--- config.mk ---
export PLATFORM = sky130hd
export DESIGN_NAME = page_tracker
export DESIGN_NICKNAME = d
export VERILOG_FILES = /design/src/rtl/pgtrk_pkg.sv /design/src/rtl/pgtrk_latency.sv /design/src/rtl/pgtrk_victim.sv /design/src/rtl/pgtrk_table.sv /design/src/rtl/page_tracker.sv
export SDC_FILE = /design/constraint.sdc
export NUM_CORES = 1
export LEC_CHECK = 0
export CORE_ASPECT_RATIO = 1.75
export CORE_MARGIN = 2
export CORE_UTILIZATION = 45
export CTS_CLUSTER_SIZE = 30
export DETAILED_ROUTE_END_ITERATION = 10
export SETUP_SLACK_MARGIN = 0.02
export SLEW_MARGIN = 10
export SYNTH_ARGS = -nofsm -noshare
export SYNTH_HDL_FRONTEND = slang
export SYNTH_SLANG_ARGS = --single-unit
--- constraint.sdc ---
create_clock -name clk -period 16.73 [get_ports clk]
set_input_delay 4.1825 -clock clk [delete_from_list [all_inputs] [get_ports clk]]
set_output_delay 4.1825 -clock clk [all_outputs]
set_load 0.005 [all_outputs]
--- src/rtl/pgtrk_pkg.sv ---
package pgtrk_pkg;
  typedef enum logic [1:0] {
    KIND_IDLE = 2'd0,
    KIND_FAST = 2'd1,
    KIND_MISS = 2'd2
  } kind_e;
endpackage

--- src/rtl/pgtrk_latency.sv ---
module pgtrk_latency #(
  parameter int TW = 4,
  localparam int LW = TW + 2
) (
  input  logic [1:0]    kind,
  input  logic          is_write,
  input  logic [TW-1:0] trcd,
  input  logic [TW-1:0] trp,
  input  logic [TW-1:0] cl,
  output logic [LW-1:0] lat
);
  import pgtrk_pkg::*;

  logic [LW-1:0] part_pre, part_act, part_col;

  always_comb begin
    part_pre = (kind == KIND_MISS) ? LW'(trp)  : '0;
    part_act = (kind != KIND_FAST) ? LW'(trcd) : '0;
    part_col = is_write            ? '0        : LW'(cl);
    lat      = part_pre + part_act + part_col;
  end
endmodule

--- src/rtl/pgtrk_victim.sv ---
module pgtrk_victim #(
  parameter int NPAGE  = 8,
  parameter int RANK_W = 3,
  localparam int PAGE_W = $clog2(NPAGE),
  localparam int CNT_W  = $clog2(NPAGE + 1)
) (
  input  logic [NPAGE-1:0]             open_q,
  input  logic [NPAGE-1:0][RANK_W-1:0] rank_q,
  output logic [PAGE_W-1:0]            victim,
  output logic [CNT_W-1:0]             count
);
  logic [RANK_W-1:0] best;
  logic              found;

  // Oldest open page wins; strict compare keeps the lowest index on a tie.
  always_comb begin
    victim = '0;
    best   = '0;
    found  = 1'b0;
    count  = '0;
    for (int i = 0; i < NPAGE; i++) begin
      if (open_q[i]) begin
        count = count + 1'b1;
        if (!found || rank_q[i] > best) begin
          found  = 1'b1;
          best   = rank_q[i];
          victim = PAGE_W'(i);
        end
      end
    end
  end
endmodule

--- src/rtl/pgtrk_table.sv ---
module pgtrk_table #(
  parameter int NPAGE  = 8,
  parameter int ROW_W  = 12,
  parameter int RANK_W = 3,
  localparam int PAGE_W = $clog2(NPAGE)
) (
  input  logic                         clk,
  input  logic                         rst_n,
  input  logic                         flush,
  input  logic                         close_en,
  input  logic [PAGE_W-1:0]            close_idx,
  input  logic                         upd_en,
  input  logic [1:0]                   upd_kind,
  input  logic [PAGE_W-1:0]            upd_idx,
  input  logic [ROW_W-1:0]             upd_row,
  input  logic                         evict,
  input  logic [PAGE_W-1:0]            victim_idx,
  output logic [NPAGE-1:0]             open_q,
  output logic [NPAGE-1:0][ROW_W-1:0]  row_q,
  output logic [NPAGE-1:0][RANK_W-1:0] rank_q
);
  import pgtrk_pkg::*;

  logic              cls_live;
  logic [RANK_W-1:0] cls_rank, upd_rank;

  assign cls_live = close_en && open_q[close_idx];
  assign cls_rank = rank_q[close_idx];
  assign upd_rank = rank_q[upd_idx];

  // Rank 0 is most recent; open pages always hold distinct ranks below the cap.
  for (genvar g = 0; g < NPAGE; g++) begin : g_page
    logic is_upd, is_vic, is_cls, older;
    assign is_upd = (upd_idx == PAGE_W'(g));
    assign is_vic = evict && (victim_idx == PAGE_W'(g));
    assign is_cls = (close_idx == PAGE_W'(g));
    assign older  = (upd_kind == KIND_IDLE) || (rank_q[g] < upd_rank);

    always_ff @(posedge clk) begin
      if (!rst_n || flush) begin
        open_q[g] <= 1'b0;
        rank_q[g] <= '0;
        if (!rst_n) row_q[g] <= '0;
      end else if (cls_live) begin
        if (is_cls) begin
          open_q[g] <= 1'b0;
          rank_q[g] <= '0;
        end else if (open_q[g] && rank_q[g] > cls_rank) begin
          rank_q[g] <= rank_q[g] - 1'b1;
        end
      end else if (upd_en) begin
        if (is_upd) begin
          open_q[g] <= 1'b1;
          row_q[g]  <= upd_row;
          rank_q[g] <= '0;
        end else if (is_vic) begin
          open_q[g] <= 1'b0;
          rank_q[g] <= '0;
        end else if (open_q[g] && older) begin
          rank_q[g] <= rank_q[g] + 1'b1;
        end
      end
    end
  end
endmodule

--- src/rtl/page_tracker.sv ---
module page_tracker #(
  parameter int LBANKS   = 4,
  parameter int PBANKS   = 2,
  parameter int ROW_W    = 12,
  parameter int OPEN_CAP = 3,
  parameter int TW       = 4,
  localparam int NPAGE   = LBANKS * PBANKS,
  localparam int PAGE_W  = $clog2(NPAGE),
  localparam int LB_W    = (LBANKS > 1) ? $clog2(LBANKS) : 1,
  localparam int PB_W    = (PBANKS > 1) ? $clog2(PBANKS) : 1,
  localparam int RANK_W  = $clog2(NPAGE),
  localparam int CNT_W   = $clog2(NPAGE + 1),
  localparam int LW      = TW + 2
) (
  input  logic              clk,
  input  logic              rst_n,
  input  logic [TW-1:0]     cfg_trcd,
  input  logic [TW-1:0]     cfg_trp,
  input  logic [TW-1:0]     cfg_cl,
  input  logic              req_valid,
  output logic              req_ready,
  input  logic [LB_W-1:0]   req_lbank,
  input  logic [PB_W-1:0]   req_pbank,
  input  logic [ROW_W-1:0]  req_row,
  input  logic              req_write,
  output logic              rsp_valid,
  input  logic              rsp_ready,
  output logic [1:0]        rsp_kind,
  output logic [LW-1:0]     rsp_lat,
  output logic              rsp_evict,
  output logic [PAGE_W-1:0] rsp_victim,
  input  logic              close_en,
  input  logic [PAGE_W-1:0] close_page,
  input  logic              flush_en,
  output logic [NPAGE-1:0]  open_mask
);
  import pgtrk_pkg::*;

  logic [NPAGE-1:0]             open_q;
  logic [NPAGE-1:0][ROW_W-1:0]  row_q;
  logic [NPAGE-1:0][RANK_W-1:0] rank_q;
  logic [PAGE_W-1:0]            page, lru_idx;
  logic [CNT_W-1:0]             n_open;
  logic                         fire, need_evict;
  kind_e                        kind;
  logic [LW-1:0]                lat;

  assign req_ready = (!rsp_valid || rsp_ready) && !close_en && !flush_en;
  assign fire      = req_valid && req_ready;
  assign page      = PAGE_W'(req_pbank) * PAGE_W'(LBANKS) + PAGE_W'(req_lbank);

  always_comb begin
    if (!open_q[page])              kind = KIND_IDLE;
    else if (row_q[page] == req_row) kind = KIND_FAST;
    else                             kind = KIND_MISS;
  end

  assign need_evict = (kind == KIND_IDLE) && (n_open >= CNT_W'(OPEN_CAP));

  pgtrk_victim #(.NPAGE(NPAGE), .RANK_W(RANK_W)) u_victim (
    .open_q (open_q),
    .rank_q (rank_q),
    .victim (lru_idx),
    .count  (n_open)
  );

  pgtrk_latency #(.TW(TW)) u_lat (
    .kind     (kind),
    .is_write (req_write),
    .trcd     (cfg_trcd),
    .trp      (cfg_trp),
    .cl       (cfg_cl),
    .lat      (lat)
  );

  pgtrk_table #(.NPAGE(NPAGE), .ROW_W(ROW_W), .RANK_W(RANK_W)) u_table (
    .clk        (clk),
    .rst_n      (rst_n),
    .flush      (flush_en),
    .close_en   (close_en),
    .close_idx  (close_page),
    .upd_en     (fire),
    .upd_kind   (kind),
    .upd_idx    (page),
    .upd_row    (req_row),
    .evict      (need_evict),
    .victim_idx (lru_idx),
    .open_q     (open_q),
    .row_q      (row_q),
    .rank_q     (rank_q)
  );

  always_ff @(posedge clk) begin
    if (!rst_n) begin
      rsp_valid  <= 1'b0;
      rsp_kind   <= '0;
      rsp_lat    <= '0;
      rsp_evict  <= 1'b0;
      rsp_victim <= '0;
    end else if (fire) begin
      rsp_valid  <= 1'b1;
      rsp_kind   <= kind;
      rsp_lat    <= lat;
      rsp_evict  <= need_evict;
      rsp_victim <= need_evict ? lru_idx : '0;
    end else if (rsp_ready) begin
      rsp_valid  <= 1'b0;
    end
  end

  assign open_mask = open_q;
endmodule

# Yosys cells after proc, flatten, opt, wreduce, memory -nomap -nowiden
# Cells that the tools add are included.
word_totals:
  regBits: 141
  out_inout_bits: 22
  word_cells: 430
op_classes:
  addsub: 26
  order_cmp: 26
  eq_ne: 42
  mux: 195
  n_reduce_logical: 112
ops:
  columns: ["op", "count"]
  rows:
  - ["12-bit 2-to-1 mux", 34]
  - ["3-bit 2-to-1 mux", 85]
  - ["1-bit 2-to-1 mux", 59]
  - ["3-bit AND reduction", 16]
  - ["3-bit > comparator", 15]
  - ["4-bit 2-to-1 mux", 10]
  - ["12-bit binary-select mux with 3-bit select", 1]
  - ["3-bit == test (second input constant)", 12]
  - ["4-bit AND reduction", 8]
  - ["4-bit nonzero test", 8]
  - ["1-bit logical AND", 29]
  - ["3-bit by 1-bit adder with 3-bit output (second input constant)", 8]
  - ["4-bit by 1-bit adder with 4-bit output (second input constant)", 6]
  - ["3-bit less-than comparator", 8]
  - ["3-bit inequality test (second input constant)", 8]
  - ["3-bit nonzero test", 8]
  - ["3-bit by 1-bit subtractor with 3-bit output (second input constant)", 8]
  - ["2-bit nonzero test", 11]
  - ["2-bit inequality test (second input constant)", 10]
  - ["3-bit binary-select mux with 3-bit select", 2]
  - ["3-bit by 2-bit == test with 1-bit output (second input constant)", 6]
  - ["1-bit logical OR", 17]
  - ["6-bit adder", 2]
  - ["12-bit == test", 1]
  - ["12 further kinds", 29]

# Logic depth before layout (Yosys ltp)
# Gate-level depths: netlist of run 1.
logic_depth:
  depth_word: 35
  mapped_depth: 49

# Hierarchy
# From an unflattened synthesis of run 1, not the netlist that was laid out.
unflattened:
  hier_cells: 958
  hier_area_um2: 10172.3
modules_own_cells:
  columns: ["module", "n_inst", "cells_per_inst", "area_each_um2", "seq_area_each_um2"]
  rows:
  - ["pgtrk_table", 1, 577, 6940.4, 3523.4]
  - ["page_tracker", 1, 150, 1482.7, 260.2]
  - ["pgtrk_victim", 1, 195, 1466.4, 0.0]
  - ["pgtrk_latency", 1, 36, 282.8, 0.0]

# Worst setup path before layout of run 1
# No wires, ideal clock.
synth_path:
  path_type: "flip-flop to flip-flop"
  from: "register u_table.open_q[0]"
  to: "register u_table.open_q[2]"
  setup_ps: 115
  arrival_time_ps: 10354
  t_required_ps: 16615
  setup_slack_ps: 6261
  stages_incl_launch_ff: 48
  cell_sequence: "dfxtp_1 > nand2_1 > ha_1 > nor2b_1 > o21a_1 > o311a_1 > mux2i_1 > inv_1 > ha_1 > nor2b_1 > o21ai_0 > a32oi_1 > o21ai_1 > mux2_2 > inv_1 > ha_1 > nor2b_1 > o21ai_0 > (+12 left out) > o31ai_1 > mux2_2 > ha_1 > nor2b_1 > o21ai_0 > a32oi_1 > o21ai_0 > mux2_2 > ha_1 > nor2b_1 > o21ai_0 > a21oi_1 > a211o_1 > nand2b_1 > a21oi_1 > a311oi_4 > o31a_1 > o21a_1"
synth_via:
  elab_chain_cells: 33
  elab_cells_between_ends: 92
  classes_between: "add/sub: 7; order compare: 8; eq/ne: 2; mux: 54; reduce/logical: 21"
synth_lines:
  columns: ["item", "line_no", "source"]
  rows:
  - ["start: declaration", "pgtrk_table.sv:18", "output logic [NPAGE-1:0] open_q,"]
  - ["start signal: indexed assignment", "pgtrk_table.sv:41", "open_q[g] <= 1'b0;"]
  - ["start signal: indexed assignment", "pgtrk_table.sv:46", "open_q[g] <= 1'b0;"]
  - ["start signal: indexed assignment", "pgtrk_table.sv:53", "open_q[g] <= 1'b1;"]
  - ["3-bit 2-to-1 mux or 1-bit 2-to-1 mux (tied branches)", "pgtrk_victim.sv:22", "if (open_q[i]) begin"]
  - ["3-bit > comparator or 1-bit logical NOT (tied branches)", "pgtrk_victim.sv:24", "if (!found || rank_q[i] > best) begin"]
  - ["1-bit logical OR", "pgtrk_victim.sv:24", null]
  - ["3-bit 2-to-1 mux or 1-bit 2-to-1 mux (tied branches)", "pgtrk_victim.sv:24", null]
  - ["3-bit 2-to-1 mux or 1-bit 2-to-1 mux (tied branches)", "pgtrk_victim.sv:22", null]
  - ["3-bit > comparator or 1-bit logical NOT (tied branches)", "pgtrk_victim.sv:24", null]
  - ["1-bit logical OR", "pgtrk_victim.sv:24", null]
  - ["3-bit 2-to-1 mux or 1-bit 2-to-1 mux (tied branches)", "pgtrk_victim.sv:24", null]
  - ["(+17 left out)", null, null]
  - ["3-bit > comparator or 1-bit logical NOT (tied branches)", "pgtrk_victim.sv:24", null]
  - ["1-bit logical OR", "pgtrk_victim.sv:24", null]
  - ["3-bit 2-to-1 mux", "pgtrk_victim.sv:24", null]
  - ["3-bit 2-to-1 mux", "pgtrk_victim.sv:22", null]
  - ["3-bit by 2-bit == test with 1-bit output", "pgtrk_table.sv:35", "assign is_vic = evict && (victim_idx == PAGE_W'(g));"]
  - ["1-bit logical AND", "pgtrk_table.sv:35", null]
  - ["3-bit nonzero test (no line)", null, null]
  - ["3-bit AND reduction (no line)", null, null]
# Several ways; a longest one is shown, not always the timed one. The select of a mux whose other input is x is not followed.
# A chain may end at the register's enable or synchronous reset.

# Worst setup path in the final report of run 1
# Same ends and word-level chain as after synthesis.

==> results of run 1 <==
## routing by layer
metal	global-route usage	vias up
met1	0.273	3685
met4	0.168	0
met3	0.0399	101
met5	0	-
met2	0.473	270
li1	-	3534
## layout make-up
class                           count  share of cell area
Sequential cell                   141               0.338
Tap cell                          292              0.0326
Timing Repair Buffer               78              0.0644
Inverter                           53              0.0178
Multi-Input combinational cell    664               0.498
Clock inverter                     13              0.0103
Clock buffer                       19              0.0387
## worst max-delay path: cells and delay by family, from the launching register on
| family | cells | cell delay, ns |
|---|---|---|
| AOI/OAI and AO/OA | 22 | 5.94 |
| adders and majority gates | 7 | 1.90 |
| buffers and inverters | 3 | 0.20 |
| DFF | 1 | 0.49 |
| muxes | 6 | 2.27 |
| and+or+nand+nor | 9 | 1.27 |
## cell usage in the layout (no fill, tap or decap), types with 16 or more instances in the layout
cell / netlist / final
edfxtp_1: 96 / 96
ha_1: 88 / 88
nand2_1: 64 / 64
clkdlybuf4s50_1: 0 / 56
inv_1: 51 / 51
a21oi_1: 50 / 50
o21ai_0: 47 / 47
nor2_1: 47 / 45
dfxtp_1: 45 / 45
mux4_2: 39 / 39
mux2i_1: 25 / 25
nor2b_1: 26 / 25
nand3_1: 22 / 22
and2_1: 21 / 21
buf_4: 0 / 20
xnor2_1: 19 / 19
mux2_2: 19 / 19
a31oi_1: 17 / 17
clkbuf_16: 0 / 17
o21a_1: 16 / 16
## kinds of logic (layout without fill, tap and decap cells)
group | count (synthesis) | count (layout) | synth area share
muxes | 84 | 84 | 0.139
AOI/OAI and AO/OA | 226 | 226 | 0.160
buffers and inverters | 96 | 163 | 0.0396
xor gates and xnor gates | 25 | 25 | 0.0272
and+or+nand+nor | 236 | 236 | 0.122
adders and majority gates | 93 | 93 | 0.123
DFF | 141 | 141 | 0.388
## power by group
group / internal [mW] / leakage, nW / switching [mW]
registers: 0.400 / 1.25 / 0.00751
clock network: 0.204 / 0.254 / 0.148
logic: 0.0466 / 2.54 / 0.0607
total: 0.651 / 4.05 / 0.216
## through the flow
| stage | instance area (um^2) | setup WS, ns | util | total power [mW] | hold WS, ns |
|---|---|---|---|---|---|
| final | 11200 | 4.54 | 0.523 | 0.867 | 0.464 |
| after global routing | 11200 | 3.65 | 0.523 | 0.901 | 0.497 |
| after CTS | 11200 | 4.78 | 0.523 | 0.876 | 0.469 |
| after detailed placement | 10600 | 4.87 | 0.497 | 0.523 | 0.453 |
| after global placement | 10600 | 5.15 | 0.497 | 0.521 | 0.446 |
| after floorplan | 9740 | 6.26 | - | 0.481 | 0.449 |
## flip-flops by register name (all words and copies together), names as in the netlist
register	cells
u_table.row_q	96
u_table.rank_q	24
u_table.open_q	8
rsp_lat	6
rsp_victim	3
rsp_kind	2
rsp_evict	1
rsp_valid	1
## worst paths after layout
| path | to | depth (start not counted) |
|---|---|---|
| min reg2reg | rsp_lat[0] | 2 |
| max reg2reg | u_table.open_q[2] | 47 |
| max | u_table.open_q[2] | 47 |
| min | rsp_lat[0] | 2 |
==> results_dict.tcl, run 1 <==
set metrics [dict create \
    netlist_top_cells_area "edfxtp_1 30%, ha_1 11%, dfxtp_1 9.2%" \
    area_growth_pct 14.9 \
    drive_gt1_frac 0.136 \
    root_buffer "clkbuf_16" \
    regArea_um2 3780 \
    finClkSkew_ns 0.0111 \
    first_pass_iters 5 \
    drc_errors 0 \
    fin_tns_setup_ns 0 \
    required_ns 17.05 \
    cts_buffers 17 \
    status "complete, no violations" \
    hold_viol 0 \
    placement_rows 71 \
    multi_input_area_um2 5580 \
    r2r_slack_ns 4.54 \
    synth.most_common_cell "edfxtp_1" \
    synth_largest_area_cell "edfxtp_1" \
    fin_cells 1260 \
    dieWidth_um 115 \
    p_per_area_nw_per_um2 77.4 \
    grt_max_degree 41 \
    netlist_area_um2 9740 \
    crit_start "u_table.open_q[0]" \
    routedWlPerCell_um 22.7 \
    cp-start-kind "register" \
    gr-total-overflow 0 \
    synth_edf_count 96 \
    peakVddDrop_mv 0.130 \
    gp_congestion 0.946 \
    hold_buffers 0 \
    seq_area_frac_synth 0.388 \
    clk_latency_ns 0.43 \
    antennaDiodeCount 0 \
    cts_sinks 141 \
    crit_type "register to register" \
    grt_pass1_wl_um 43700 \
    clk_path_buf_depth 2 \
    setup_viol 0 \
    cp_max_fo 8 \
    cts_tree "built" \
    met1_length_um 10100 \
    synth_top_area_frac 0.296 \
    drt_iter0_markers 390 \
    io_pins 59 \
    hp-class "register to register" \
    grt_pass1_vias 7756 \
    placed_cells 1228 \
    worst_path_most_repeated_cell "ha_1" \
    core_um2 21400 \
    async_flop_share 0 \
    dpl.hpwl_um 20800 \
    globalRouteTotalUtil 0.260 \
    cts_resized 0 \
    avgSynthCellArea_um2 10.8 \
    synth-seq-cells 141 \
    fill_cells 1924 \
    final_nets 1085 \
    htreeDepth 4 \
    antenna_found_initial 0 \
    cp.arrival_ns 12.52 \
    synth_common_cells "96 x edfxtp_1, 88 x ha_1, 64 x nand2_1" \
    slowest_delay_ns 0.72 \
    wl_um 28600 \
    cap_violations 0 \
    port_buffers 58 \
    postCtsSetupRepairBufs 0 \
    netlist_instances 901 \
    synth_nets 1031 \
    met2_length_um 15300 \
    relSlewSlack 0.199 \
    wl_met3_um 1350 \
    leakagePower_nw 4.05 \
    drtAntennaViolNets 0 \
    vias_per_cell 6.02 \
    maxSlewViolCount 0 \
    initial_core_util 0.455 \
    fin_crit_ns 12.19 \
    clkTransAtPathRegs_ns 0.06 \
    top_layer_used "met4" \
    via_count 7590 \
    fmax_mhz 82.0 \
    worstHoldStart "rsp_lat[0]" \
    fp.dieArea_um2 22900 \
    rsz0062_at_grt "false" \
    cp_slowest_cell "o31ai_1" \
    period_share 0.729 \
    die_y_um 199 \
    tightest_slew_ns 1.17 \
    end_kind "register" \
    synth_top_flop_cell "edfxtp_1" \
    ys_types 76 \
    yosys_warnings 0 \
    r2r-start "u_table.open_q[0]" \
]
(Power assumes the default switching activity.)
==> run 2, diff against run 1 <==
- PLACE_DENSITY: not set -> 0.66
- clock period: 16.73 -> 10.5 ns (I/O delays scaled with it)
==> results_dict.tcl, run 2 (synthesis gave the netlist of run 1 again) <==
set metrics [dict create \
    port_buffers 58 \
    p_int_mw 1.09 \
    hold_depth 2 \
    crit_type "register to register" \
    p_per_area_nw_per_um2 127 \
    cp-start-kind "register" \
    clk_latency_ns 0.44 \
    drtAntennaViolNets 0 \
    combPwrFrac 0.120 \
    wl_um 28000 \
    slowest_delay_ns 0.40 \
    grt_pass1_wl_um 43000 \
    r2r_slack_ns 0.62 \
    drt_iter0_markers 513 \
    fp.dieArea_um2 22900 \
    leakagePower_nw 4.14 \
    area_growth_pct 16.7 \
    clk_path_buf_depth 2 \
    holdPathEnd "rsp_lat[5]" \
    grt_pass1_vias 7770 \
    htreeDepth 4 \
    cts_buffers 17 \
    p_sw_frac 0.246 \
    cts_sinks 141 \
    placement_rows 71 \
    gr-total-overflow 0 \
    dpl.hpwl_um 20100 \
    rsz0062_at_grt "false" \
    hold_buffers 0 \
    drive_gt1_frac 0.152 \
    core_um2 21400 \
    cts_tree "built" \
    final_cell_mix "96 x edfxtp_1, 88 x ha_1, 64 x nand2_1" \
    hold_viol 0 \
    place_area_um2 10700 \
    finClkSkew_ns 0.0115 \
    io_pins 59 \
    crit_start "u_table.open_q[0]" \
    cp_max_fo 8 \
    share_seq_of_total_power 0.449 \
    switching_power_uw 355 \
    vias_per_cell 6.14 \
    regArea_um2 3790 \
    status "complete, no violations" \
    tightest_slew_ns 1.15 \
    gp_congestion 0.973 \
    root_buffer "clkbuf_16" \
    maxSlewViolCount 0 \
    die_y_um 199 \
    r2r-start "u_table.open_q[0]" \
    largest-register "u_table.row_q" \
    cp.arrival_ns 10.21 \
    final_nets 1095 \
    relSlewSlack 0.223 \
    antenna_found_initial 0 \
    r2r_end "u_table.open_q[2]" \
    final_area_um2 11400 \
    top_regs "u_table.row_q (96), u_table.rank_q (24), u_table.open_q (8)" \
    via_count 7792 \
    fin_crit_ns 9.88 \
    final_common_cell "edfxtp_1" \
    peakVddDrop_mv 0.156 \
    worstHoldStart "rsp_lat[5]" \
    antennaDiodeCount 0 \
    largest_reg_flops 96 \
    setup_viol 0 \
    initial_core_util 0.455 \
    hp-class "register to register" \
    cap_violations 0 \
    period_share 0.941 \
    drc_errors 0 \
    grt_max_degree 41 \
    clkTransAtPathRegs_ns 0.06 \
    routedWlPerCell_um 22.1 \
    dieWidth_um 115 \
    worst_path_most_repeated_cell "ha_1" \
    fin_tns_setup_ns 0 \
    cp_slowest_cell "dfxtp_2" \
    globalRouteTotalUtil 0.253 \
    fill_cells 1861 \
    multi_input_area_um2 5620 \
    ff2ff_path_depth 48 \
    end_kind "register" \
    required_ns 10.84 \
    fmax_mhz 101 \
    first_pass_iters 5 \
    pwr-share-clk 0.431 \
]
==> run 2: how the worst max path moves through the flow <==
stage,end,cells past startpoint
finish,u_table.open_q[2],48
global route,u_table.open_q[2],48
CTS,u_table.rank_q[0],48
detailed placement,u_table.rank_q[0],47
global placement,u_table.rank_q[0],48
floorplan,u_table.open_q[2],47
==> run 2: power by group through the flow <==
stage / combinational, mW / clock (mW) / sequential (mW)
detailed placement: 0.173 / 0 / 0.660
finish: 0.173 / 0.624 / 0.649
CTS: 0.174 / 0.632 / 0.649
global route: 0.186 / 0.650 / 0.652
floorplan: 0.111 / 0 / 0.655
global placement: 0.171 / 0 / 0.658
==> run 2: cell type report <==
| cell class | instances | area share |
|---|---|---|
| clock inverters | 11 | 0.0140 |
| repair buffers | 88 | 0.0700 |
| clock buffers | 21 | 0.0387 |
| multi-input cells | 664 | 0.495 |
| flip-flops and latches | 141 | 0.333 |
| well taps | 292 | 0.0321 |
| inverters | 53 | 0.0175 |
==> run 2: worst max-delay path: cells and delay by family, from the launching register on <==
family	cells	cell delay, ns
flops	1	0.40
mux	6	1.96
fa+ha+maj	7	1.89
buf+inv	5	0.59
simple gates	8	1.02
compound gates	22	3.94
==> run 2: through the flow <==
step	std cells	worst slack, ns	utilization	hold WS (ns)	power (mW)
2_1_floorplan	901	0.0312	-	0.449	0.766
3_3_place_gp	1236	0.290	0.500	0.439	0.829
3_5_place_dp	1236	0.0749	0.500	0.446	0.833
4_1_cts	1268	0.0339	0.528	0.459	1.45
5_1_grt	1270	0.0554	0.531	0.488	1.49
6_report	1270	0.621	0.531	0.454	1.45
==> run 2: repair_timing <==
action	4_1_cts	5_1_grt
setup buffers	0	2
gates resized for setup	0	12
endpoints found under the setup margin	0	29
==> run 2: layer usage <==
layer	vias to the layer above	wire [um]	global-route usage
li1	3554	-	-
met1	3818	10100	0.279
met2	311	14900	0.450
met3	109	1460	0.0356
met4	0	1630	0.154
met5	-	0	0
==> run 3, diff against run 2 <==
- SLEW_MARGIN: 10 -> not set
==> results of run 3 <==
No change in the layout: final DEF, timing and power equal those of run 2.
